### src/rtl/plru_pkg.sv
package plru_pkg;

    // Kind of state update requested by the access port in one cycle.
    typedef enum logic [1:0] {
        UPD_NONE = 2'd0,
        UPD_HIT  = 2'd1,
        UPD_FILL = 2'd2
    } upd_kind_e;

endpackage

### src/rtl/plru_tree_next.sv
// Next tree value after touching one way: every node on the path is
// turned to point at the other half of its subtree.
module plru_tree_next #(
    parameter  int WAYS  = 8,
    localparam int WAY_W = $clog2(WAYS),
    localparam int NODES = WAYS - 1
) (
    input  logic [NODES-1:0] tree_i,
    input  logic [WAY_W-1:0] way_i,
    output logic [NODES-1:0] tree_o
);
    always_comb begin
        int node;
        logic dir;
        tree_o = tree_i;
        node   = 0;
        for (int lvl = 0; lvl < WAY_W; lvl++) begin
            dir          = way_i[WAY_W-1-lvl];
            tree_o[node] = ~dir;
            node         = 2 * node + 1 + int'(dir);
        end
    end
endmodule

### src/rtl/plru_tree_walk.sv
// Follows the tree from the root; each node bit picks the half to descend.
module plru_tree_walk #(
    parameter  int WAYS  = 8,
    localparam int WAY_W = $clog2(WAYS),
    localparam int NODES = WAYS - 1
) (
    input  logic [NODES-1:0] tree_i,
    output logic [WAY_W-1:0] way_o
);
    always_comb begin
        int node;
        logic dir;
        way_o = '0;
        node  = 0;
        for (int lvl = 0; lvl < WAY_W; lvl++) begin
            dir                  = tree_i[node];
            way_o[WAY_W-1-lvl]   = dir;
            node                 = 2 * node + 1 + int'(dir);
        end
    end
endmodule

### src/rtl/plru_first_free.sv
// Lowest-numbered way whose presence bit is clear.
module plru_first_free #(
    parameter  int WAYS  = 8,
    localparam int WAY_W = $clog2(WAYS)
) (
    input  logic [WAYS-1:0]  vld_i,
    output logic             any_free_o,
    output logic [WAY_W-1:0] free_way_o
);
    always_comb begin
        any_free_o = 1'b0;
        free_way_o = '0;
        for (int w = WAYS - 1; w >= 0; w--) begin
            if (!vld_i[w]) begin
                any_free_o = 1'b1;
                free_way_o = WAY_W'(w);
            end
        end
    end
endmodule

### src/rtl/plru_repl_sel.sv
module plru_repl_sel
    import plru_pkg::*;
#(
    parameter  int NUM_SETS = 128,
    parameter  int WAYS     = 8,
    localparam int SET_W    = $clog2(NUM_SETS),
    localparam int WAY_W    = $clog2(WAYS)
) (
    input  logic             clk,
    input  logic             rst_n,
    input  logic             acc_vld,
    input  logic             acc_fill,
    input  logic [SET_W-1:0] acc_set,
    input  logic [WAY_W-1:0] acc_way,
    input  logic             inv_en,
    input  logic [SET_W-1:0] inv_set,
    input  logic [WAY_W-1:0] inv_way,
    input  logic             flash_inv,
    input  logic             flush_assist,
    input  logic [SET_W-1:0] vic_set,
    output logic [WAY_W-1:0] vic_way
);
    localparam int NODES = WAYS - 1;

    typedef struct packed {
        logic [WAYS-1:0]  vld;
        logic [NODES-1:0] tree;
    } set_st_t;

    set_st_t st_q [NUM_SETS];
    set_st_t st_d [NUM_SETS];

    upd_kind_e        upd_kind;
    logic [NODES-1:0] acc_tree_nxt;
    logic [WAYS-1:0]  vic_vld_vec;
    logic [NODES-1:0] vic_tree_vec;
    logic             vic_any_free;
    logic [WAY_W-1:0] vic_free_way;
    logic [WAY_W-1:0] vic_tree_way;

    // ---------------- update path ----------------
    assign upd_kind = !acc_vld ? UPD_NONE : (acc_fill ? UPD_FILL : UPD_HIT);

    plru_tree_next #(.WAYS(WAYS)) u_tree_next (
        .tree_i (st_q[acc_set].tree),
        .way_i  (acc_way),
        .tree_o (acc_tree_nxt)
    );

    always_comb begin
        st_d = st_q;
        if (flash_inv) begin
            for (int s = 0; s < NUM_SETS; s++) begin
                st_d[s] = '0;
            end
        end else begin
            if (inv_en) begin
                st_d[inv_set].vld[inv_way] = 1'b0;
            end
            case (upd_kind)
                UPD_HIT: begin
                    st_d[acc_set].tree = acc_tree_nxt;
                end
                UPD_FILL: begin
                    st_d[acc_set].tree         = acc_tree_nxt;
                    st_d[acc_set].vld[acc_way] = 1'b1;
                end
                default: ;
            endcase
        end
    end

    always_ff @(posedge clk) begin
        if (!rst_n) begin
            for (int s = 0; s < NUM_SETS; s++) begin
                st_q[s] <= '0;
            end
        end else begin
            st_q <= st_d;
        end
    end

    // ---------------- victim path ----------------
    assign vic_vld_vec  = st_q[vic_set].vld;
    assign vic_tree_vec = st_q[vic_set].tree;

    plru_first_free #(.WAYS(WAYS)) u_first_free (
        .vld_i      (vic_vld_vec),
        .any_free_o (vic_any_free),
        .free_way_o (vic_free_way)
    );

    plru_tree_walk #(.WAYS(WAYS)) u_tree_walk (
        .tree_i (vic_tree_vec),
        .way_o  (vic_tree_way)
    );

    assign vic_way = (vic_any_free && !flush_assist) ? vic_free_way : vic_tree_way;

endmodule

### config.mk
export PLATFORM = sky130hd
export DESIGN_NAME = plru_repl_sel
export DESIGN_NICKNAME = d
export VERILOG_FILES = /design/src/rtl/plru_pkg.sv /design/src/rtl/plru_tree_next.sv /design/src/rtl/plru_tree_walk.sv /design/src/rtl/plru_first_free.sv /design/src/rtl/plru_repl_sel.sv
export SDC_FILE = /design/constraint.sdc
export NUM_CORES = 2
export LEC_CHECK = 0
export BUFFER_PORTS_ARGS = -buffer_cell sky130_fd_sc_hd__buf_2
export CAP_MARGIN = 20
export CORE_MARGIN = 5
export CORE_UTILIZATION = 50
export DETAILED_ROUTE_END_ITERATION = 16
export HOLD_SLACK_MARGIN = 0.06
export MAX_ROUTING_LAYER = met4
export PLACE_DENSITY = 0.69
export SETUP_SLACK_MARGIN = 0.4
export SLEW_MARGIN = 20
export SYNTH_ARGS = -nofsm -noshare
export SYNTH_HDL_FRONTEND = slang
export SYNTH_HIERARCHICAL = 1
export SYNTH_SLANG_ARGS = --single-unit
### constraint.sdc
create_clock -name clk -period 19.9 [get_ports clk]
set_input_delay 3.98 -clock clk [delete_from_list [all_inputs] [get_ports clk]]
set_output_delay 3.98 -clock clk [all_outputs]
set_load 0.02 [all_outputs]
==> results.toml <==
[global_route]
track_usage_pct = 39.49
grt_start_max_net_pins = 229
grt_pass1_wl_um = 553100
gr-total-overflow = 0
antenna_found_initial = 33
grt_pass1_vias = 79975

[detailed_routing]
wirelength_um = 383200
drtIter0Drc = 15736
wl_per_cell_um = 30.37
vias = 87560
via_per_inst = 6.939
drtAntennaViolNets = 0
drc = 0
dr.pass1.iters = 9

[clocking]
cts.reportedPaths.clkPinSlew_ns = 0.06
cts_max_level = 4
clock-sinks = 1920
numCtsBuffers = 201
insertion_delay_ns = 0.88
cts_hold_buf = 0
cts_resized = 0
clockBufferDepth = 3
ctsRootBufferMaster = "clkbuf_16"
post_cts_buffers = 0
cts_tree = "built"

[cells_and_area]
drive_gt1_share_pct = 14.39
seqCellArea_mm2 = 0.03844
stdcell_area_mm2 = 0.1002
mostFrequentLayoutCell = "nand2_1"
syn_to_final_growth_pct = 9.371
multiInputGateArea_mm2 = 0.04934
final_cell_mix = "2,248 x nand2_1, 1,959 x a21oi_1, 1,920 x dfxtp_1"
fin_nets = 10076
nFillCells = 16146

[setup_path]
crit_type = "input pin to primary output"
required_ns = 15.92
start_kind = "input pin"
critical_path.max_fanout = 106
critPathArrivalTime_ns = 10.02
crit_path_end_kind = "primary output"

[die]
core_mm2 = 0.1827
num_rows = 157
die_y_um = 438.1
ios = 37
die_x_um = 438.1
dieArea_mm2 = 0.1919
initial_utilization_pct = 50.16

[timing]
setup_tns_ns = 0
relSlewSlack_pct = 8.447
fmax_ghz = 0.07145
hold_violations = 0
rsz0062_at_grt = "no"
fin_crit_sh_pct = 70.33
fin_worst_skew_ns = 0.03621
setup_viol = 0
drv_slew = 0
worst_slew_pin_slew_ns = 1.366
period_minus_slack_ns = 14.00

[synth]
syn_avg_cell_area_um2 = 8.655
synth_area_mm2 = 0.09164
yosysWarnings = 6
syn-instance-count = 10589
synth_nets = 10628

[placement]
dpl_cell_area_mm2 = 0.09330
gp_congestion = 1.057
numPortBuffers = 36
place_hpwl_um = 255000

[power]
p_leak_nw = 29.44
power-per-cell-area_mw_per_mm2 = 83.01
p_total_mw = 8.320
peakVddDrop_v = 0.00008348

[flow_run]
maxCapViolCount = 0

[outcome]
status = "complete, no violations"

[hold_path]
hold_path.class = "flip-flop to flip-flop"
==> metrics by stage <==
stage | hold slack [ns] | util, % | instances | setup WS [ns]
after floorplan | 0.4331 | - | 10589 | 7.845
after global placement | 0.4413 | 51.04 | 12216 | 6.137
after detailed placement | 0.4462 | 51.07 | 12218 | 6.062
after CTS | 0.4544 | 54.78 | 12582 | 6.050
after global routing | 0.4704 | 54.85 | 12610 | 5.841
final | 0.4543 | 54.86 | 12619 | 5.905
==> layout make-up <==
class | instances | share of cell area, %
multi-input combinational | 7584 | 49.22
sequential | 1920 | 38.35
clock buffer | 303 | 6.056
tap | 2385 | 2.977
timing repair buffer | 314 | 2.530
clock inverter | 61 | 0.7140
antenna | 36 | 0.08988
inverter | 16 | 0.05992
==> per-layer routing <==
metal	part of all wire (%)	global-route usage, %	up-vias
li1	-	-	36931
met1	37	50.69	42465
met2	42	55.03	6857
met3	15	12.97	1307
met4	6.6	21.65	0
met5	0	-	-
==> worst max-delay path, cell delays in order <==
cell and delay, ns:
buf_8 0.60, buf_4 0.95, buf_12 0.48, mux4_2 0.41, mux4_2 0.56, mux4_2 0.57, mux2_2 0.32, mux2i_1 0.27
ha_1 0.35, mux2_2 0.29, a32o_1 0.21, o22a_1 0.19, mux2_2 0.35, buf_2 0.19
==> final timing paths <==
kind	cells past startpoint	slack [ns]	from	to
worst min-delay path	2	0.45	flip-flop	flip-flop
worst min register to register	2	0.45	flip-flop	flip-flop
worst max register to register	12	15.16	flip-flop	flip-flop
worst max-delay path	14	5.90	vic_set[2]	vic_way[0]
==> power by group <==
group / switching (mW) / internal (mW) / total (mW)
Clock: 1.65 / 2.27 / 3.92
Combinational: 0.440 / 0.115 / 0.554
Sequential: 0.00164 / 3.84 / 3.85
Total: 2.09 / 6.23 / 8.32
(Power assumes the default switching activity.)
